$ cat config.mk
export PLATFORM = sky130hd
export DESIGN_NAME = pls_search
export DESIGN_NICKNAME = d
export VERILOG_FILES = /design/src/rtl/pls_pkg.sv /design/src/rtl/pls_serial_div.sv /design/src/rtl/pls_estimator.sv /design/src/rtl/pls_enumerator.sv /design/src/rtl/pls_search.sv
export SDC_FILE = /design/constraint.sdc
export NUM_CORES = 2
export LEC_CHECK = 0
export BUFFER_PORTS_ARGS = -buffer_cell sky130_fd_sc_hd__clkbuf_2
export CORE_UTILIZATION = 45
export DETAILED_ROUTE_END_ITERATION = 16
export PLACE_DENSITY = 0.58
export REMOVE_ABC_BUFFERS = 1
export SYNTH_ARGS = -nofsm -noshare
export SYNTH_HDL_FRONTEND = slang
export SYNTH_HIERARCHICAL = 1
export SYNTH_SLANG_ARGS = --single-unit
$ cat constraint.sdc
create_clock -name clk -period 24.2 [get_ports clk]
set_clock_uncertainty 0.05 [all_clocks]
set_input_delay 2.42 -clock clk [delete_from_list [all_inputs] [get_ports clk]]
set_output_delay 2.42 -clock clk [all_outputs]
set_load 0.1 [all_outputs]
$ cat src/rtl/pls_pkg.sv
package pls_pkg;
  localparam int NUM_LVL = 7;
  localparam int LVL_W   = 3;
  localparam int V_OFS   = 13;
  localparam int VU_W    = 5;
  localparam int VC_W    = 13;

  // Voltage in 50 mV units; code 0 is treated as the lowest level.
  function automatic logic [VU_W-1:0] volt_units(input logic [LVL_W-1:0] lvl);
    int v;
    v = (lvl == '0) ? V_OFS + 1 : V_OFS + int'(lvl);
    return VU_W'(v);
  endfunction

  function automatic logic [VC_W-1:0] volt_cube(input logic [LVL_W-1:0] lvl);
    int v;
    v = int'(volt_units(lvl));
    return VC_W'(v * v * v);
  endfunction
endpackage

$ cat src/rtl/pls_serial_div.sv
module pls_serial_div #(
  parameter int NW = 25,
  parameter int DW = 13,
  parameter int QW = 14
) (
  input  logic          clk,
  input  logic          rst_n,
  input  logic          start,
  input  logic [NW-1:0] num,
  input  logic [DW-1:0] den,
  output logic          busy,
  output logic [QW-1:0] quo
);
  localparam int CW = $clog2(NW + 1);

  logic [DW-1:0] rem;
  logic [NW-1:0] q;
  logic [CW-1:0] cnt;
  logic [DW:0]   trial;
  logic          ge;

  always_comb begin
    trial = {rem, q[NW-1]};
    ge    = (trial >= {1'b0, den});
  end

  always_ff @(posedge clk or negedge rst_n) begin
    if (!rst_n) begin
      rem  <= '0;
      q    <= '0;
      cnt  <= '0;
      busy <= 1'b0;
    end else if (start) begin
      rem  <= '0;
      q    <= num;
      cnt  <= CW'(NW);
      busy <= 1'b1;
    end else if (busy) begin
      rem <= ge ? DW'(trial - {1'b0, den}) : trial[DW-1:0];
      q   <= {q[NW-2:0], ge};
      cnt <= cnt - 1'b1;
      if (cnt == CW'(1)) busy <= 1'b0;
    end
  end

  assign quo = q[QW-1:0];

  // Partial remainder must stay below the divisor (R2, R3 estimate exactness)
  assert_rem_below_den_R2: assert property (@(posedge clk) disable iff (!rst_n)
    busy && !start && (den != '0) |-> rem < den);
endmodule

$ cat src/rtl/pls_estimator.sv
module pls_estimator
  import pls_pkg::*;
#(
  parameter int N  = 4,
  parameter int PW = 12,
  parameter int TW = 12,
  localparam int EPW = PW + 2,
  localparam int ETW = TW + 1
) (
  input  logic                 clk,
  input  logic                 rst_n,
  input  logic                 start,
  input  logic [N*PW-1:0]      smp_pow,
  input  logic [N*TW-1:0]      smp_thr,
  input  logic [N*LVL_W-1:0]   prev_lvl,
  output logic                 done,
  output logic [N*NUM_LVL*EPW-1:0] tab_pow,
  output logic [N*NUM_LVL*ETW-1:0] tab_thr
);
  localparam int CIW  = (N > 1) ? $clog2(N) : 1;
  localparam int NPW  = PW + VC_W;
  localparam int NTW  = TW + VU_W;
  localparam int ENT  = N * NUM_LVL;

  typedef enum logic [1:0] {E_IDLE, E_LAUNCH, E_WAIT} est_st_e;
  est_st_e st;

  logic [CIW-1:0]   ci;
  logic [LVL_W-1:0] li;
  logic [PW-1:0]    pow_c;
  logic [TW-1:0]    thr_c;
  logic [LVL_W-1:0] prv_c;
  logic [LVL_W-1:0] cand;
  logic [NPW-1:0]   num_p;
  logic [NTW-1:0]   num_t;
  logic [VC_W-1:0]  den_p;
  logic [VU_W-1:0]  den_t;
  logic             busy_p, busy_t, go;
  logic [EPW-1:0]   quo_p;
  logic [ETW-1:0]   quo_t;
  logic [EPW-1:0]   tp [ENT];
  logic [ETW-1:0]   tt [ENT];

  always_comb begin
    pow_c = smp_pow[int'(ci)*PW +: PW];
    thr_c = smp_thr[int'(ci)*TW +: TW];
    prv_c = prev_lvl[int'(ci)*LVL_W +: LVL_W];
    cand  = li + 1'b1;
    num_p = NPW'(pow_c) * NPW'(volt_cube(cand));
    num_t = NTW'(thr_c) * NTW'(volt_units(cand));
    den_p = volt_cube(prv_c);
    den_t = volt_units(prv_c);
    go    = (st == E_LAUNCH);
  end

  pls_serial_div #(.NW(NPW), .DW(VC_W), .QW(EPW)) u_div_pow (
    .clk(clk), .rst_n(rst_n), .start(go), .num(num_p), .den(den_p),
    .busy(busy_p), .quo(quo_p));

  pls_serial_div #(.NW(NTW), .DW(VU_W), .QW(ETW)) u_div_thr (
    .clk(clk), .rst_n(rst_n), .start(go), .num(num_t), .den(den_t),
    .busy(busy_t), .quo(quo_t));

  always_ff @(posedge clk or negedge rst_n) begin
    if (!rst_n) begin
      st   <= E_IDLE;
      ci   <= '0;
      li   <= '0;
      done <= 1'b0;
      for (int e = 0; e < ENT; e++) begin
        tp[e] <= '0;
        tt[e] <= '0;
      end
    end else begin
      done <= 1'b0;
      case (st)
        E_IDLE: if (start) begin
          ci <= '0;
          li <= '0;
          st <= E_LAUNCH;
        end
        E_LAUNCH: st <= E_WAIT;
        E_WAIT: if (!busy_p && !busy_t) begin
          tp[int'(ci)*NUM_LVL + int'(li)] <= quo_p;
          tt[int'(ci)*NUM_LVL + int'(li)] <= quo_t;
          st <= E_LAUNCH;
          if (li == LVL_W'(NUM_LVL - 1)) begin
            li <= '0;
            if (ci == CIW'(N - 1)) begin
              done <= 1'b1;
              st   <= E_IDLE;
            end else begin
              ci <= ci + 1'b1;
            end
          end else begin
            li <= li + 1'b1;
          end
        end
        default: st <= E_IDLE;
      endcase
    end
  end

  for (genvar e = 0; e < ENT; e++) begin : g_flat
    assign tab_pow[e*EPW +: EPW] = tp[e];
    assign tab_thr[e*ETW +: ETW] = tt[e];
  end

  // Dividers are launched only when both are free
  assert_launch_idle_R3: assert property (@(posedge clk) disable iff (!rst_n)
    go |-> !busy_p && !busy_t);
endmodule

$ cat src/rtl/pls_enumerator.sv
module pls_enumerator
  import pls_pkg::*;
#(
  parameter int N   = 4,
  parameter int EPW = 14,
  parameter int ETW = 13,
  parameter int SPW = 16,
  parameter int STW = 15
) (
  input  logic                     clk,
  input  logic                     rst_n,
  input  logic                     start,
  input  logic [N*NUM_LVL*EPW-1:0] tab_pow,
  input  logic [N*NUM_LVL*ETW-1:0] tab_thr,
  input  logic [SPW-1:0]           budget,
  output logic                     fin,
  output logic [N*LVL_W-1:0]       best_lvl,
  output logic [STW-1:0]           best_thr,
  output logic [SPW-1:0]           best_pow,
  output logic                     found
);
  logic [LVL_W-1:0] dig [N];
  logic [LVL_W-1:0] nxt [N];
  logic [SPW-1:0]   sum_p;
  logic [STW-1:0]   sum_t;
  logic             active, last, carry, fits, better;

  always_comb begin
    sum_p = '0;
    sum_t = '0;
    for (int c = 0; c < N; c++) begin
      sum_p = sum_p + SPW'(tab_pow[(c*NUM_LVL + int'(dig[c]))*EPW +: EPW]);
      sum_t = sum_t + STW'(tab_thr[(c*NUM_LVL + int'(dig[c]))*ETW +: ETW]);
    end
    fits   = (sum_p <= budget);
    better = (sum_t > best_thr);
  end

  // Core 0 is the most significant digit; the last core counts fastest.
  always_comb begin
    carry = 1'b1;
    last  = 1'b1;
    for (int c = N - 1; c >= 0; c--) begin
      nxt[c] = dig[c];
      if (dig[c] != LVL_W'(NUM_LVL - 1)) last = 1'b0;
      if (carry) begin
        if (dig[c] == LVL_W'(NUM_LVL - 1)) begin
          nxt[c] = '0;
        end else begin
          nxt[c] = dig[c] + 1'b1;
          carry  = 1'b0;
        end
      end
    end
  end

  always_ff @(posedge clk or negedge rst_n) begin
    if (!rst_n) begin
      active   <= 1'b0;
      fin      <= 1'b0;
      found    <= 1'b0;
      best_thr <= '0;
      best_pow <= '0;
      for (int c = 0; c < N; c++) begin
        dig[c]                     <= '0;
        best_lvl[c*LVL_W +: LVL_W] <= LVL_W'(1);
      end
    end else begin
      fin <= 1'b0;
      if (start) begin
        active   <= 1'b1;
        found    <= 1'b0;
        best_thr <= '0;
        best_pow <= '0;
        for (int c = 0; c < N; c++) begin
          dig[c]                     <= '0;
          best_lvl[c*LVL_W +: LVL_W] <= LVL_W'(1);
        end
      end else if (active) begin
        if (fits && better) begin
          found    <= 1'b1;
          best_thr <= sum_t;
          best_pow <= sum_p;
          for (int c = 0; c < N; c++)
            best_lvl[c*LVL_W +: LVL_W] <= dig[c] + 1'b1;
        end
        for (int c = 0; c < N; c++) dig[c] <= nxt[c];
        if (last) begin
          active <= 1'b0;
          fin    <= 1'b1;
        end
      end
    end
  end

  // Held best never exceeds the budget
  assert_best_in_budget_R4: assert property (@(posedge clk) disable iff (!rst_n)
    active && found |-> best_pow <= budget);

  // Best throughput only rises during a search
  assert_best_rises_R5: assert property (@(posedge clk) disable iff (!rst_n)
    active && $past(active) |-> best_thr >= $past(best_thr));

  for (genvar c = 0; c < N; c++) begin : g_dig_chk
    // Each digit stays within the seven levels
    assert_digit_range_R1: assert property (@(posedge clk) disable iff (!rst_n)
      active |-> dig[c] < LVL_W'(NUM_LVL));
  end
endmodule

$ cat src/rtl/pls_search.sv
module pls_search
  import pls_pkg::*;
#(
  parameter int N_CORES = 4,
  parameter int PW      = 12,
  parameter int TW      = 12,
  localparam int CW  = $clog2(N_CORES),
  localparam int EPW = PW + 2,
  localparam int ETW = TW + 1,
  localparam int SPW = EPW + CW,
  localparam int STW = ETW + CW
) (
  input  logic                     clk,
  input  logic                     rst_n,
  input  logic                     req_valid,
  output logic                     req_ready,
  input  logic [N_CORES*PW-1:0]    smp_pow,
  input  logic [N_CORES*TW-1:0]    smp_thr,
  input  logic [N_CORES*LVL_W-1:0] prev_lvl,
  input  logic [SPW-1:0]           budget,
  output logic                     done,
  output logic [N_CORES*LVL_W-1:0] lvl_o,
  output logic [STW-1:0]           best_thr_o,
  output logic [SPW-1:0]           best_pow_o,
  output logic                     no_fit
);
  typedef enum logic [1:0] {T_IDLE, T_EST, T_ENUM} top_st_e;
  top_st_e st;

  logic [N_CORES*PW-1:0]    pow_q;
  logic [N_CORES*TW-1:0]    thr_q;
  logic [N_CORES*LVL_W-1:0] prv_q;
  logic [SPW-1:0]           bud_q;
  logic                     accept, est_done, enum_fin, found;
  logic [N_CORES*NUM_LVL*EPW-1:0] tab_pow;
  logic [N_CORES*NUM_LVL*ETW-1:0] tab_thr;
  logic [N_CORES*LVL_W-1:0] best_lvl;
  logic [STW-1:0]           best_thr;
  logic [SPW-1:0]           best_pow;
  logic [N_CORES*LVL_W-1:0] all_low;

  assign req_ready = (st == T_IDLE);
  assign accept    = req_valid && req_ready;

  for (genvar c = 0; c < N_CORES; c++) begin : g_low
    assign all_low[c*LVL_W +: LVL_W] = LVL_W'(1);
  end

  always_ff @(posedge clk or negedge rst_n) begin
    if (!rst_n) begin
      st         <= T_IDLE;
      pow_q      <= '0;
      thr_q      <= '0;
      prv_q      <= '0;
      bud_q      <= '0;
      done       <= 1'b0;
      lvl_o      <= all_low;
      best_thr_o <= '0;
      best_pow_o <= '0;
      no_fit     <= 1'b0;
    end else begin
      done <= 1'b0;
      case (st)
        T_IDLE: if (accept) begin
          pow_q <= smp_pow;
          thr_q <= smp_thr;
          prv_q <= prev_lvl;
          bud_q <= budget;
          st    <= T_EST;
        end
        T_EST: if (est_done) st <= T_ENUM;
        T_ENUM: if (enum_fin) begin
          done       <= 1'b1;
          lvl_o      <= found ? best_lvl : all_low;
          best_thr_o <= found ? best_thr : '0;
          best_pow_o <= found ? best_pow : '0;
          no_fit     <= !found;
          st         <= T_IDLE;
        end
        default: st <= T_IDLE;
      endcase
    end
  end

  pls_estimator #(.N(N_CORES), .PW(PW), .TW(TW)) u_est (
    .clk(clk), .rst_n(rst_n), .start(st == T_EST && !est_done && !est_busy_q),
    .smp_pow(pow_q), .smp_thr(thr_q), .prev_lvl(prv_q),
    .done(est_done), .tab_pow(tab_pow), .tab_thr(tab_thr));

  logic est_busy_q;
  always_ff @(posedge clk or negedge rst_n) begin
    if (!rst_n)                   est_busy_q <= 1'b0;
    else if (accept)              est_busy_q <= 1'b0;
    else if (st == T_EST)         est_busy_q <= !est_done;
    else                          est_busy_q <= 1'b0;
  end

  pls_enumerator #(.N(N_CORES), .EPW(EPW), .ETW(ETW), .SPW(SPW), .STW(STW)) u_enum (
    .clk(clk), .rst_n(rst_n), .start(est_done), .tab_pow(tab_pow),
    .tab_thr(tab_thr), .budget(bud_q), .fin(enum_fin), .best_lvl(best_lvl),
    .best_thr(best_thr), .best_pow(best_pow), .found(found));

  // done lasts one cycle
  assert_done_single_R8: assert property (@(posedge clk) disable iff (!rst_n)
    done |=> !done);

  // Results move only together with done
  assert_result_hold_R8: assert property (@(posedge clk) disable iff (!rst_n)
    !done |-> $stable(best_thr_o) && $stable(best_pow_o) && $stable(lvl_o) && $stable(no_fit));

  // Accepted request drops ready on the next cycle
  assert_ready_drop_R7: assert property (@(posedge clk) disable iff (!rst_n)
    accept |=> !req_ready);

  // No-fit answer has zero totals
  assert_nofit_zero_R6: assert property (@(posedge clk) disable iff (!rst_n)
    no_fit |-> best_thr_o == '0 && best_pow_o == '0);

  for (genvar c = 0; c < N_CORES; c++) begin : g_lvl_chk
    // Assigned levels are always legal codes
    assert_level_legal_R1: assert property (@(posedge clk) disable iff (!rst_n)
      lvl_o[c*LVL_W +: LVL_W] != '0);
  end
endmodule

==> out/metrics.cfg <==
[power]
p_per_area_nw_per_um2 = 58.9
sequentialPowerShare_pct = 37.1
p_int_mw = 3.68
peakVddDrop_uv = 99.1
clockPowerShare_pct = 35.6
p_leak_nw = 41.5
p_switching_mw = 1.94
power_switching_share_pct = 34.5
power_frac_comb_pct = 27.2

[cts]
cts.sinks = 1066
h-tree-depth = 3
cts_resized = 0
path_clk_slew_ns = 0.06
holdBufCountCts = 0
clock_path_buffers = 3
post_cts_buffers = 0
cts_tree = built
clock_latency_ns = 0.80
numCtsBuffers = 120
clock-root-buffer = clkbuf_16

[sta]
worstMarginPinSlew_ns = 1.45
finalWorstSetupSlack_ns = 10.60
fin_crit_sh_pct = 56.2
rsz0062_at_grt = no
period_needed_ns = 13.60
setup_viol = 0
hold_violations = 0
max_freq_mhz = 73.5
final_max_slew_viol_count = 0
slew_headroom_pct = 2.88

[logic_synthesis]
netlist_top_cells_area = dfrtp_1 30%, mux4_2 21%, mux2_2 12%
yosys.area.top_type = dfrtp_1
synth_cells = 7642
async_flop_share_pct = 100
avgSynthCellArea_um2 = 11.6
yosysSeqAreaShare_pct = 30.1
synthFlopType = dfrtp_1
yosys_warnings = 6
syn_area_um2 = 88500
synthTopCellsByCount = 1058 x dfrtp_1, 918 x mux2_2, 814 x mux4_2
yosysMostFrequentCell = dfrtp_1
synth_cell_types = 111
synthDominantCellAreaShare_pct = 29.9
ys_seq_elements = 1066
synth_edf_count = 0

[critical_path]
crit_path_max_fanout = 47
required_ns = 24.84
end_kind = flop
arrival_ns = 14.24
timing.critical_path.mode_cell = nand2_1
slowest_stage = o41ai_1
cp_top_family = compound AO/OA/AOI/OAI gates
crit_buf_inv = 8
start_kind = flop
slowest_delay_ns = 1.05
crit_type = flop to flop

[hold_path]
hp-class = flop to flop

[drt]
drcViolationCount = 0
viasPerCell = 6.78
wl_per_cell_um = 31.3
initialDrtViolationCount = 8262
dr.pass1.iters = 9
ant_nets = 0
drt-total-wl_um = 318000
vias = 68882

[finish]
areaGrowthSynthToFinish_pct = 7.69
fillCellCount = 17512
regArea_um2 = 26700
final_cell_area_um2 = 95400
drive_gt1_share_pct = 32.0
multi_input_area_um2 = 57200
fin_nets = 8043
fin_util_pct = 48.9
fin_cells = 10163

[die]
die_h_um = 446
initial_core_util_pct = 45.4
dieWidth_um = 446
rows = 162
core_um2 = 195000
die_area_um2 = 199000
ios = 173

[job]
drv_cap = 0

[place]
dp_hpwl_um = 220000
portBuffers = 172
pre_cts_slack_ns = 10.92
dpl_cell_area_um2 = 91000
gp_congestion = 1.10
dp.cells = 9928

[grt]
grt_overflow = 0
grt_pass1_vias = 68121
grt_max_degree = 176
grt_use_total_pct = 31.7
antenna_found_initial = 9
grt_pass1_wl_um = 472000

[status]
status = completed

==> layer usage <==
layer	GRT usage, %	up-vias	wire [µm]
li1	-	28195	-
met5	0	-	80
met4	16.6	12	20200
met3	9.44	994	35100
met1	42.1	35502	124000
met2	46.7	4179	139000
==> per-stage QoR <==
| stage | hold WS (ns) | power [mW] | TNS [ns] |
|---|---|---|---|
| 2_1_floorplan | 0.385 | 3.10 | -980.18 |
| 3_3_place_gp | 0.412 | 3.60 | 0 |
| 3_5_place_dp | 0.424 | 3.63 | 0 |
| 4_1_cts | 0.435 | 5.65 | 0 |
| 5_1_grt | 0.451 | 5.93 | 0 |
| 6_report | 0.427 | 5.62 | 0 |
==> state kept, by name, indices dropped and copies added (netlist names), 2 cells and up <==
register,flops
best_pow_o,16
pow_q,48
u_est/u_div_pow/q,25
u_est/li,3
u_est/ci,2
u_enum/best_pow,16
u_enum/best_thr,15
u_enum/best_lvl,12
u_est/st,2
lvl_o,12
u_est/u_div_thr/cnt,5
prv_q,12
st,2
thr_q,48
u_est/u_div_thr/q,17
u_enum/dig,12
u_est/tab_thr,364
u_est/u_div_pow/rem,13
bud_q,16
best_thr_o,15
u_est/u_div_thr/rem,5
u_est/u_div_pow/cnt,5
u_est/tab_pow,392
==> power by group through the flow <==
stage	logic (mW)	registers [mW]	clock network, mW
2_1_floorplan	1.11	1.99	0
3_3_place_gp	1.49	2.11	0
3_5_place_dp	1.51	2.11	0
4_1_cts	1.52	2.08	2.04
5_1_grt	1.72	2.10	2.11
6_report	1.53	2.08	2.00
==> worst paths after layout <==
kind / from / endpoint / slack, ns / cells past startpoint
setup / recovery: u_enum/dig[3]$_DFFE_PN0P_ / u_enum/best_lvl[3]$_DFFE_PN1P_ / 10.60 / 33
max in group asynchronous: rst_n / u_est/tab_thr[257]$_DFFE_PN0P_ / 18.55 / 5
setup reg to reg: u_enum/dig[3]$_DFFE_PN0P_ / u_enum/best_lvl[3]$_DFFE_PN1P_ / 10.60 / 33
hold / removal: thr_q[41]$_DFFE_PN0P_ / thr_q[41]$_DFFE_PN0P_ / 0.43 / 1
hold reg to reg: thr_q[41]$_DFFE_PN0P_ / thr_q[41]$_DFFE_PN0P_ / 0.43 / 1
min in group asynchronous: rst_n / u_est/tab_pow[232]$_DFFE_PN0P_ / 1.61 / 1
==> cells by family (layout without fill, tap and decap cells) <==
family                     Yosys count  after routing  share of synthesized area [%]
adders and majority gates          490            490                           8.85
and+or+nand+nor                   1589           1589                           8.10
xor gates and xnor gates           126            126                           1.27
DFF                               1066           1066                           30.1
buffers and inverters             1078            963                           5.54
muxes                             2174           2174                           37.5
other                                2             14                        0.00848
AOI/OAI and AO/OA                 1117           1117                           8.62
==> cell usage in the layout (no fill, tap or decap), types with 21 or more instances in the layout <==
cell,count
a211o_1,26
a211oi_1,81
a21o_1,49
a21oi_1,245
a221oi_1,46
a22oi_1,73
a31oi_1,33
and2_1,47
and3_1,34
buf_4,157
clkbuf_16,121
clkbuf_2,171
clkbuf_8,26
clkinv_2,21
dfrtp_1,1031
dfrtp_2,23
fa_1,225
ha_1,259
inv_1,392
mux2_1,60
mux2_2,918
mux2i_1,381
mux4_2,814
nand2_1,627
nand2b_1,51
nand3_1,114
nand4_1,21
nor2_1,414
nor2b_1,58
nor3_1,106
o211ai_1,31
o21ai_0,197
o22ai_1,60
xnor2_1,88
xor2_1,31
==> layout make-up <==
type,count,area share [%]
multi-input combinational,5500,60.0
sequential,1066,28.0
clock buffer,167,3.63
tap,2624,3.44
timing repair buffer,337,2.33
inverter,401,1.58
clock inverter,58,0.938
antenna,10,0.0262
Power figures use the tool's default switching activity.
